--- config.mk ---
export PLATFORM = sky130hd
export DESIGN_NAME = spi_dual_master
export DESIGN_NICKNAME = d
export VERILOG_FILES = /design/src/rtl/spi_dm_pkg.sv /design/src/rtl/spi_dm_tick.sv /design/src/rtl/spi_dm_shreg.sv /design/src/rtl/spi_dual_master.sv
export SDC_FILE = /design/constraint.sdc
export NUM_CORES = 1
export LEC_CHECK = 0
export BUFFER_PORTS_ARGS = -buffer_cell sky130_fd_sc_hd__buf_4
export CAP_MARGIN = 0
export CORE_MARGIN = 2
export CORE_UTILIZATION = 47
export CTS_CLUSTER_SIZE = 16
export DETAILED_ROUTE_END_ITERATION = 10
export MAX_ROUTING_LAYER = met4
export PLACE_DENSITY = 0.68
export SYNTH_ARGS = -nofsm -noshare
export SYNTH_HDL_FRONTEND = slang
export SYNTH_HIERARCHICAL = 1
export SYNTH_SLANG_ARGS = --single-unit
--- constraint.sdc ---
create_clock -name clk_i -period 4.7 [get_ports clk_i]
set_input_delay 0.705 -clock clk_i [delete_from_list [all_inputs] [get_ports clk_i]]
set_output_delay 0.705 -clock clk_i [all_outputs]
set_load 0.03 [all_outputs]
--- src/rtl/spi_dm_pkg.sv ---
package spi_dm_pkg;
  typedef enum logic [2:0] {
    ST_IDLE, ST_LEAD, ST_SETUP, ST_SHIFT, ST_TAIL, ST_GAP
  } st_e;

  typedef struct packed {
    logic fmt;
    logic cpol;
    logic cpha;
    logic hold;
  } cfg_t;
endpackage

--- src/rtl/spi_dm_tick.sv ---
module spi_dm_tick #(
  parameter int DIV_W = 8
) (
  input  logic             clk_i,
  input  logic             rst_ni,
  input  logic             run_i,
  input  logic [DIV_W-1:0] half_i,
  output logic             tick_o
);
  logic [DIV_W-1:0] cnt_q, lim;

  // zero divider behaves as one
  assign lim    = (half_i == '0) ? '0 : half_i - 1'b1;
  assign tick_o = run_i && (cnt_q == lim);

  always_ff @(posedge clk_i or negedge rst_ni) begin
    if (!rst_ni)      cnt_q <= '0;
    else if (!run_i)  cnt_q <= '0;
    else if (tick_o)  cnt_q <= '0;
    else              cnt_q <= cnt_q + 1'b1;
  end
endmodule

--- src/rtl/spi_dm_shreg.sv ---
module spi_dm_shreg #(
  parameter int W = 8
) (
  input  logic         clk_i,
  input  logic         rst_ni,
  input  logic         load_i,
  input  logic         preload_i,
  input  logic [W-1:0] data_i,
  input  logic         launch_i,
  input  logic         sample_i,
  input  logic         miso_i,
  output logic         mosi_o,
  output logic [W-1:0] rx_o,
  output logic [W-1:0] rx_next_o
);
  logic [W-1:0] tx_q, rx_q;
  logic         mosi_q;

  assign rx_next_o = {rx_q[W-2:0], miso_i};
  assign rx_o      = rx_q;
  assign mosi_o    = mosi_q;

  always_ff @(posedge clk_i or negedge rst_ni) begin
    if (!rst_ni) begin
      tx_q   <= '0;
      mosi_q <= 1'b0;
    end else if (load_i) begin
      if (preload_i) begin
        mosi_q <= data_i[W-1];
        tx_q   <= {data_i[W-2:0], 1'b0};
      end else begin
        tx_q   <= data_i;
      end
    end else if (launch_i) begin
      mosi_q <= tx_q[W-1];
      tx_q   <= {tx_q[W-2:0], 1'b0};
    end
  end

  always_ff @(posedge clk_i or negedge rst_ni) begin
    if (!rst_ni)       rx_q <= '0;
    else if (sample_i) rx_q <= rx_next_o;
  end
endmodule

--- src/rtl/spi_dual_master.sv ---
module spi_dual_master
  import spi_dm_pkg::*;
#(
  parameter int DATA_W = 8,
  parameter int DIV_W  = 8
) (
  input  logic              clk_i,
  input  logic              rst_ni,
  input  logic              fmt_i,
  input  logic              cpol_i,
  input  logic              cpha_i,
  input  logic              hold_cs_i,
  input  logic [DIV_W-1:0]  clk_div_i,
  input  logic [DATA_W-1:0] tx_data_i,
  input  logic              tx_valid_i,
  output logic              tx_ready_o,
  output logic [DATA_W-1:0] rx_data_o,
  output logic              rx_valid_o,
  output logic              sclk_o,
  output logic              mosi_o,
  input  logic              miso_i,
  output logic              cs_no,
  output logic              fss_o
);
  localparam int EDGES = 2 * DATA_W;
  localparam int EW    = $clog2(EDGES);
  localparam logic [EW-1:0] E_LAST = EW'(EDGES - 1);
  localparam logic [EW-1:0] E_PEN  = EW'(EDGES - 2);

  st_e               st_q;
  cfg_t              cfg_q, cfg_in, cfg_cur;
  logic [DIV_W-1:0]  div_q;
  logic [EW-1:0]     e_q;
  logic [DATA_W-1:0] pend_q, rxd_q, rx_w, rx_nx;
  logic              pend_v, cont_q, sclk_q, cs_q, fss_q, rxv_q;
  logic              tick, idle, in_shift, odd_edge, last_edge, launch_odd;
  logic              launch, sample, start, reload_cs, reload_fr, load, preload;

  assign idle      = (st_q == ST_IDLE);
  assign cfg_in    = '{fmt: fmt_i, cpol: cpol_i, cpha: cpha_i, hold: hold_cs_i};
  assign cfg_cur   = idle ? cfg_in : cfg_q;
  assign in_shift  = (st_q == ST_SHIFT) && tick;
  assign odd_edge  = ~e_q[0];
  assign last_edge = (e_q == E_LAST);
  // pulse framing shares the launch-on-first-edge timing
  assign launch_odd = cfg_q.fmt | cfg_q.cpha;
  assign launch    = in_shift && (odd_edge ? launch_odd : (!launch_odd && !last_edge));
  assign sample    = in_shift && (odd_edge ? !launch_odd : launch_odd);
  assign start     = idle && pend_v;
  assign reload_cs = (st_q == ST_TAIL) && tick && cfg_q.hold && pend_v;
  assign reload_fr = in_shift && last_edge && cont_q;
  assign load      = start || reload_cs || reload_fr;
  assign preload   = !cfg_cur.fmt && !cfg_cur.cpha;

  spi_dm_tick #(.DIV_W(DIV_W)) u_tick (
    .clk_i  (clk_i),
    .rst_ni (rst_ni),
    .run_i  (!idle),
    .half_i (div_q),
    .tick_o (tick)
  );

  spi_dm_shreg #(.W(DATA_W)) u_shreg (
    .clk_i     (clk_i),
    .rst_ni    (rst_ni),
    .load_i    (load),
    .preload_i (preload),
    .data_i    (pend_q),
    .launch_i  (launch),
    .sample_i  (sample),
    .miso_i    (miso_i),
    .mosi_o    (mosi_o),
    .rx_o      (rx_w),
    .rx_next_o (rx_nx)
  );

  always_ff @(posedge clk_i or negedge rst_ni) begin
    if (!rst_ni) begin
      pend_v <= 1'b0;
      pend_q <= '0;
    end else if (load) begin
      pend_v <= 1'b0;
    end else if (tx_valid_i && !pend_v) begin
      pend_v <= 1'b1;
      pend_q <= tx_data_i;
    end
  end

  always_ff @(posedge clk_i or negedge rst_ni) begin
    if (!rst_ni) begin
      st_q   <= ST_IDLE;
      cfg_q  <= '0;
      div_q  <= '0;
      e_q    <= '0;
      cont_q <= 1'b0;
      sclk_q <= 1'b0;
      cs_q   <= 1'b1;
      fss_q  <= 1'b0;
    end else begin
      case (st_q)
        ST_IDLE: begin
          sclk_q <= fmt_i ? 1'b0 : cpol_i;
          cs_q   <= 1'b1;
          fss_q  <= 1'b0;
          e_q    <= '0;
          cont_q <= 1'b0;
          if (pend_v) begin
            cfg_q <= cfg_in;
            div_q <= clk_div_i;
            if (fmt_i) begin
              sclk_q <= 1'b0;
              st_q   <= ST_LEAD;
            end else begin
              cs_q <= 1'b0;
              st_q <= ST_SETUP;
            end
          end
        end
        ST_LEAD: if (tick) begin
          // one full clock with the frame pulse ahead of the first word
          sclk_q <= ~sclk_q;
          if (!sclk_q) fss_q <= 1'b1;
          else         st_q  <= ST_SHIFT;
        end
        ST_SETUP: if (tick) st_q <= ST_SHIFT;
        ST_SHIFT: if (tick) begin
          sclk_q <= ~sclk_q;
          e_q    <= e_q + 1'b1;
          if (cfg_q.fmt && odd_edge) begin
            fss_q  <= (e_q == E_PEN) && pend_v;
            cont_q <= (e_q == E_PEN) && pend_v;
          end
          if (last_edge) begin
            e_q    <= '0;
            cont_q <= 1'b0;
            if (!cfg_q.fmt)   st_q <= ST_TAIL;
            else if (!cont_q) st_q <= ST_IDLE;
          end
        end
        ST_TAIL: if (tick) begin
          if (cfg_q.hold && pend_v) begin
            st_q <= ST_SETUP;
          end else begin
            cs_q <= 1'b1;
            st_q <= ST_GAP;
          end
        end
        ST_GAP: if (tick) st_q <= ST_IDLE;
        default: st_q <= ST_IDLE;
      endcase
    end
  end

  always_ff @(posedge clk_i or negedge rst_ni) begin
    if (!rst_ni) begin
      rxv_q <= 1'b0;
      rxd_q <= '0;
    end else begin
      rxv_q <= in_shift && last_edge;
      if (in_shift && last_edge) rxd_q <= launch_odd ? rx_nx : rx_w;
    end
  end

  assign tx_ready_o = !pend_v;
  assign rx_data_o  = rxd_q;
  assign rx_valid_o = rxv_q;
  assign sclk_o     = sclk_q;
  assign cs_no      = cs_q;
  assign fss_o      = fss_q;
endmodule

== After elaboration in Yosys (flattened, before gate mapping) ==
Cells that the tools add are included.

* Add/subtract/negate cells: 3
* Multiply operators: 0
* Divide/modulo/power cells: 0
* $lt $le $gt $ge: 0
* Equal/unequal tests: 23
* Shift-type cells: 0
* Multiplexer cells: 49
* Bitwise gates (word level): 4
* Reductions and logical operators: 42

{| class="wikitable"
|+ Operators with widths
! operator !! count
|-
| $mux 8 || 7
|-
| $mux 3 || 11
|-
| $mux 1 || 21
|-
| $ne 2x2->1 const B || 10
|-
| $pmux 3 s6 || 1
|-
| $logic_and 1x1->1 || 16
|-
| $mux 4 || 3
|-
| $reduce_and 2->1 || 5
|-
| $reduce_bool 2->1 || 5
|-
| $reduce_and 9->1 || 1
|-
| $add 8x1->8 const B || 1
|-
| $eq 4x4->1 const B || 2
|-
| $eq 8x8->1 || 1
|-
| $logic_not 8->1 || 1
|-
| $pmux 4 s2 || 1
|-
| $sub 8x1->8 const B || 1
|-
| $eq 3x2->1 const B || 2
|-
| $eq 3x3->1 const B || 2
|-
| $logic_not 1->1 || 6
|-
| $ne 2x1->1 const B || 3
|-
| $pmux 1 s2 || 3
|-
| $reduce_and 3->1 || 2
|-
| $reduce_and 5->1 || 1
|-
| $add 4x1->4 const B || 1
|-
| other kinds (11) || 14
|}

* Register bits: 66
* Bits in latches: 0
* Bits in writable memories: 0
* Bits in read-only memories: 0
* Memories kept: 0

== Logic depth before layout (Yosys ltp) ==
* Word-level depth: 11
* Mapped depth: 15
* Gate-level depth less buffers: 13

== Cells and area by module ==
Netlist, hierarchy kept.

{| class="wikitable"
|+ By module, submodules not included
! module !! instances !! cells an instance !! area each (µm²) !! seq. area each (µm²)
|-
| spi_dual_master || 1 || 187 || 2040.7 || 1002.2
|-
| spi_dm_tick || 1 || 111 || 912.1 || 200.2
|-
| spi_dm_shreg || 1 || 64 || 909.6 || 425.4
|}

== Worst setup path before layout ==
OpenSTA, ideal clock, no wires.

* Path type: reg2reg
* Start: reg div_q[0]
* End: reg st_q[1]
* Library setup time: 0.125 ns
* Arrival time: 2.960 ns
* Path slack: 1.615 ns
* Cell stages (with the launch flop): 13
* Clock period less this slack: 3.085 ns
* Cells stage by stage: dfrtp_1 -> inv_1 -> ha_1 -> or3b_1 -> nor3_1 -> o31ai_1 -> a211oi_4 -> and2_1 -> clkbuf_1 -> mux2i_1 -> a22oi_1 -> o21ai_0 -> mux2_2

* Longest elaborated chain between the ends: 6
* Elaborated cells on any way between the ends: 11
* Those cells by class: 1 x add/sub; 6 x eq/ne; 1 x mux; 3 x reduce/logical

{| class="wikitable"
|+ RTL lines
! element !! RTL line !! source
|-
| start: declaration || spi_dual_master.sv:32 || <nowiki>logic [DIV_W-1:0] div_q;</nowiki>
|-
| start signal: assignment || spi_dual_master.sv:109 || <nowiki>div_q <= clk_div_i;</nowiki>
|-
| $sub 8x1->8 / $logic_not 8->1 (equally long branches) || spi_dm_tick.sv:13 || <nowiki>assign lim = (half_i == '0) ? '0 : half_i - 1'b1;</nowiki>
|-
| $mux 8 * || spi_dm_tick.sv:13 ||
|-
| $eq 8x8->1 * || spi_dm_tick.sv:14 || <nowiki>assign tick_o = run_i && (cnt_q == lim);</nowiki>
|-
| $logic_and 1x1->1 * || spi_dm_tick.sv:14 ||
|-
| via tick || spi_dual_master.sv:36 || <nowiki>logic tick, idle, in_shift, odd_edge, last_edge, launch_odd;</nowiki>
|-
| $ne 2x2->1 (no source line) || -- ||
|-
| $reduce_and 9->1 (no source line) * || -- ||
|-
| end signal: assignment || spi_dual_master.sv:91 || <nowiki>st_q <= ST_IDLE;</nowiki>
|-
| end signal: assignment || spi_dual_master.sv:112 || <nowiki>st_q <= ST_LEAD;</nowiki>
|-
| end signal: assignment || spi_dual_master.sv:115 || <nowiki>st_q <= ST_SETUP;</nowiki>
|-
| end: declaration || spi_dual_master.sv:30 || <nowiki>st_e st_q;</nowiki>
|}

The timed path passes the listed nets; every way through them passes the cells marked *.
A chain may end at the register's enable or synchronous reset.

== Worst setup path in the final report ==
* Start: reg div_q[0]
* End: reg pend_q[5]

* Longest elaborated chain between the ends: 11
* Elaborated cells on any way between the ends: 15
* Those cells by class: 1 x add/sub; 1 x eq/ne; 1 x mux; 1 x bitwise; 11 x reduce/logical

{| class="wikitable"
|+ RTL lines
! element !! RTL line !! source
|-
| $sub 8x1->8 / $logic_not 8->1 (equally long branches) || spi_dm_tick.sv:13 ||
|-
| $mux 8 * || spi_dm_tick.sv:13 ||
|-
| $eq 8x8->1 * || spi_dm_tick.sv:14 ||
|-
| $logic_and 1x1->1 * || spi_dm_tick.sv:14 ||
|-
| via tick || spi_dual_master.sv:36 ||
|-
| $logic_and 1x1->1 (3 in a row) || spi_dual_master.sv:50 || <nowiki>assign reload_cs = (st_q == ST_TAIL) && tick && cfg_q.hold && pend_v;</nowiki>
|-
| $logic_or 1x1->1 || spi_dual_master.sv:52 || <nowiki>assign load = start || reload_cs || reload_fr;</nowiki>
|-
| $logic_or 1x1->1 * || spi_dual_master.sv:52 ||
|-
| $not 1->1 (no source line) * || -- ||
|-
| $reduce_and 2->1 (no source line) * || -- ||
|-
| end signal: assignment || spi_dual_master.sv:85 || <nowiki>pend_q <= tx_data_i;</nowiki>
|-
| end: declaration || spi_dual_master.sv:34 || <nowiki>logic [DATA_W-1:0] pend_q, rxd_q, rx_w, rx_nx;</nowiki>
|}

Marked as above.

==> flow_summary.json <==
{
  "cts_buffers": 9,
  "cts-htree-levels": 3,
  "synth.distinct_cells": 69,
  "die_y_um": 94.66,
  "drv_cap": 0,
  "synthesis.area_mm2": 0.003862,
  "finalMaxSlewViolations": 0,
  "place_area_mm2": 0.004093,
  "ys.flop_type": "dfrtp_1",
  "clock_latency_ps": 350,
  "finalCritPeriodShare_pct": 86.31,
  "clkPwrFrac_pct": 19.2,
  "vias": 2742,
  "antenna_found_initial": 0,
  "seq_power_share_pct": 34.3,
  "wl_mm": 7.770,
  "cts_hold_buf": 0,
  "rsz0062_at_grt": "false",
  "wl_per_cell_um": 15.76,
  "hold_viol": 0,
  "dp_slack_ps": 670.1,
  "fmax_mhz": 246.5,
  "ir_worst_vdd_mv": 0.4153,
  "dp_hpwl_mm": 5.367,
  "worst_slew_pin_slew_ps": 1035,
  "die_x_um": 94.66,
  "port_buffers": 37,
  "worstSetupPathType": "reg2reg",
  "synth_top_family_by_area": "multiplexers",
  "worst_slack_ps": 643.3,
  "p_sw_mw": 1.044,
  "p_sw_share_pct": 39.45,
  "syn_nets": 390,
  "crit_chain": "inv_1, ha_1, nor2b_1, and4b_1, o31ai_1, a211oi_4, and2_1, nand4b_4, nand2b_4, inv_2, a211o_1, mux2_4",
  "grt_pass1_wl_mm": 13.39,
  "synth-edff-count": 0,
  "fp-row-count": 33,
  "grt_max_degree": 66,
  "crit_fanout": 17,
  "cts_tree": "yes",
  "power_density_mw_per_mm2": 615.5,
  "start_kind": "register",
  "hold_class": "in2async",
  "syn_inst": 362,
  "synth-simple-area-share_pct": 14.51,
  "overflow": 0,
  "grt_use_total_pct": 19.83,
  "drc": 0,
  "routabilityCongestion": 0.9300,
  "cts_num_sinks": 65,
  "detail_route.first_pass.iterations": 4,
  "postCtsSetupBuffers": 0,
  "stdcell_area_mm2": 0.004300,
  "cts_buffer_depth": 2,
  "fin_skew_ps": 8.754,
  "p_leak_nw": 1.928,
  "mostFrequentLayoutCells": "dfrtp_1 (64), buf_4 (43), mux2i_1 (33)",
  "yosys_warnings": 6,
  "cp_slowest_stage_delay_ps": 500,
  "internal_power_mw": 1.603,
  "synth-xor-area-share_pct": 2.268,
  "outcome": "finished clean",
  "slew_headroom_pct": 30.73,
  "fp.dieArea_mm2": 0.008960,
  "setup_viol": 0,
  "areaGrowthSynthToFinish_pct": 11.34,
  "synthAdderAreaFrac_pct": 1.296,
  "avgViaCountPerCell": 5.562,
  "crit_arrival_ps": 4280,
  "synthArstFlopShare_pct": 100.0,
  "syn_area_per_cell_um2": 10.67,
  "setup_tns_ps": 0,
  "drtIter0Drc": 153,
  "layout_commonest_cell": "dfrtp_1",
  "crit_required_ps": 4930,
  "comb_power_share_pct": 46.5,
  "ant_nets": 0,
  "fin_util_pct": 53.14,
  "antennaDiodeCount": 0,
  "coreArea_mm2": 0.008093,
  "synth-compound-area-share_pct": 14.74,
  "critical-path-slowest-cell": "and2_1",
  "total_power_mw": 2.647,
  "ys_ff_latch": 65,
  "grt_pass1_vias": 2673,
  "start_util_pct": 47.73,
  "cts_root_buffer": "clkbuf_8",
  "boundaryPins": 38,
  "timing.final.crit_period_ps": 4057,
  "seq_area_frac_synth_pct": 42.14,
  "cts.clk_slew.worst_paths_ps": 70,
  "muxShareOfSynthArea_pct": 17.98,
  "end_kind": "register",
  "drive_gt1_share_pct": 26.29,
  "final_nets": 412,
  "cts_resized": 0
}
power by group through the flow:
stage / combinational (mW) / clock [mW] / sequential [mW]
floorplan: 0.984 / 0 / 0.935
global placement: 1.20 / 0 / 0.909
detailed placement: 1.22 / 0 / 0.920
CTS: 1.24 / 0.519 / 0.908
global route: 1.35 / 0.539 / 0.938
finish: 1.23 / 0.508 / 0.908
critical path: cells and delay by family (launching register included):
family,cells,cell delay (ps)
and+or+nand+nor,5,1690
AOI/OAI and AO/OA,3,1000
DFF,1,440
muxes,1,350
adders and majority gates,1,250
buffers and inverters,2,190
logic make-up after synthesis:
| kind of cell | after synthesis |
|---|---|
| simple gates | 101 |
| xor+xnor | 10 |
| buf+inv | 45 |
| flops | 65 |
| compound gates | 77 |
| fa+ha+maj | 4 |
| mux | 60 |
registers in the layout (all words and copies together) (netlist names):
signal and cells:
sclk_o 1, u_shreg/mosi_o 1, cs_no 1, pend_q 8
rx_valid_o 1, u_shreg/rx_o 8, div_q 8, cont_q 1
u_shreg/tx_q 8, e_q 4, st_q 3, fss_o 1
cfg_q 3, u_tick/cnt_q 8, rx_data_o 8, pend_v 1
cell usage after synthesis (3+ instances only):
cell / number / area share [%]
o21ai_0: 22 / 2.9
o31ai_1: 4 / 0.78
and2_1: 3 / 0.49
a21oi_1: 11 / 1.4
nor2_1: 10 / 0.97
ha_1: 4 / 1.3
xnor2_1: 6 / 1.4
mux2i_1: 33 / 8.6
mux2_2: 11 / 3.2
buf_4: 14 / 2.7
nand3b_1: 3 / 0.58
nor2b_1: 5 / 0.81
nand4_1: 4 / 0.65
a22oi_1: 4 / 0.78
and3_1: 4 / 0.65
buf_2: 5 / 0.65
buf_6: 6 / 1.7
clkbuf_1: 6 / 0.58
nand2_1: 30 / 2.9
mux2_4: 16 / 6.2
nor3_1: 6 / 0.78
nand3_1: 12 / 1.6
nand2b_1: 8 / 1.3
xor2_1: 4 / 0.91
dfrtp_1: 64 / 41
inv_1: 12 / 1.2
area by class of cell:
| type | instances | area (um2) |
|---|---|---|
| clock buffers | 9 | 123.9 |
| clock inverters | 6 | 83.83 |
| fillers | 759 | 3792 |
| inverters | 13 | 48.80 |
| multi-input cells | 252 | 1962 |
| flip-flops and latches | 65 | 1628 |
| well taps | 105 | 131.4 |
| repair buffers | 43 | 322.8 |
metrics by stage:
| stage | hold WS, ps | instances |
|---|---|---|
| 6_report | 422.5 | 493 |
| 5_1_grt | 506.6 | 493 |
| 4_1_cts | 479.4 | 493 |
| 3_5_place_dp | 475.8 | 478 |
| 3_3_place_gp | 471.2 | 478 |
| 2_1_floorplan | 409.4 | 362 |
routing by layer:
layer	vias up	global-route usage (%)	share of wire (%)
met5	-	-	0
met4	0	8.213	1.8
met3	14	2.873	4.6
met2	67	27.84	45
met1	1321	28.73	49
li1	1340	-	-
final timing paths:
path	startpoint	endpoint	slack (ps)	cells after the start
max in group asynchronous	rst_ni	div_q[7]	3730	1
worst min-delay path	rst_ni	st_q[2]	420	1
worst max register to register	div_q[0]	pend_q[5]	640	12
worst max-delay path	div_q[0]	pend_q[5]	640	12
worst min register to register	rx_data_o[2]	rx_data_o[2]	490	2
min in group clk_i	rx_data_o[2]	rx_data_o[2]	490	2
Power figures use the tool's default switching activity.
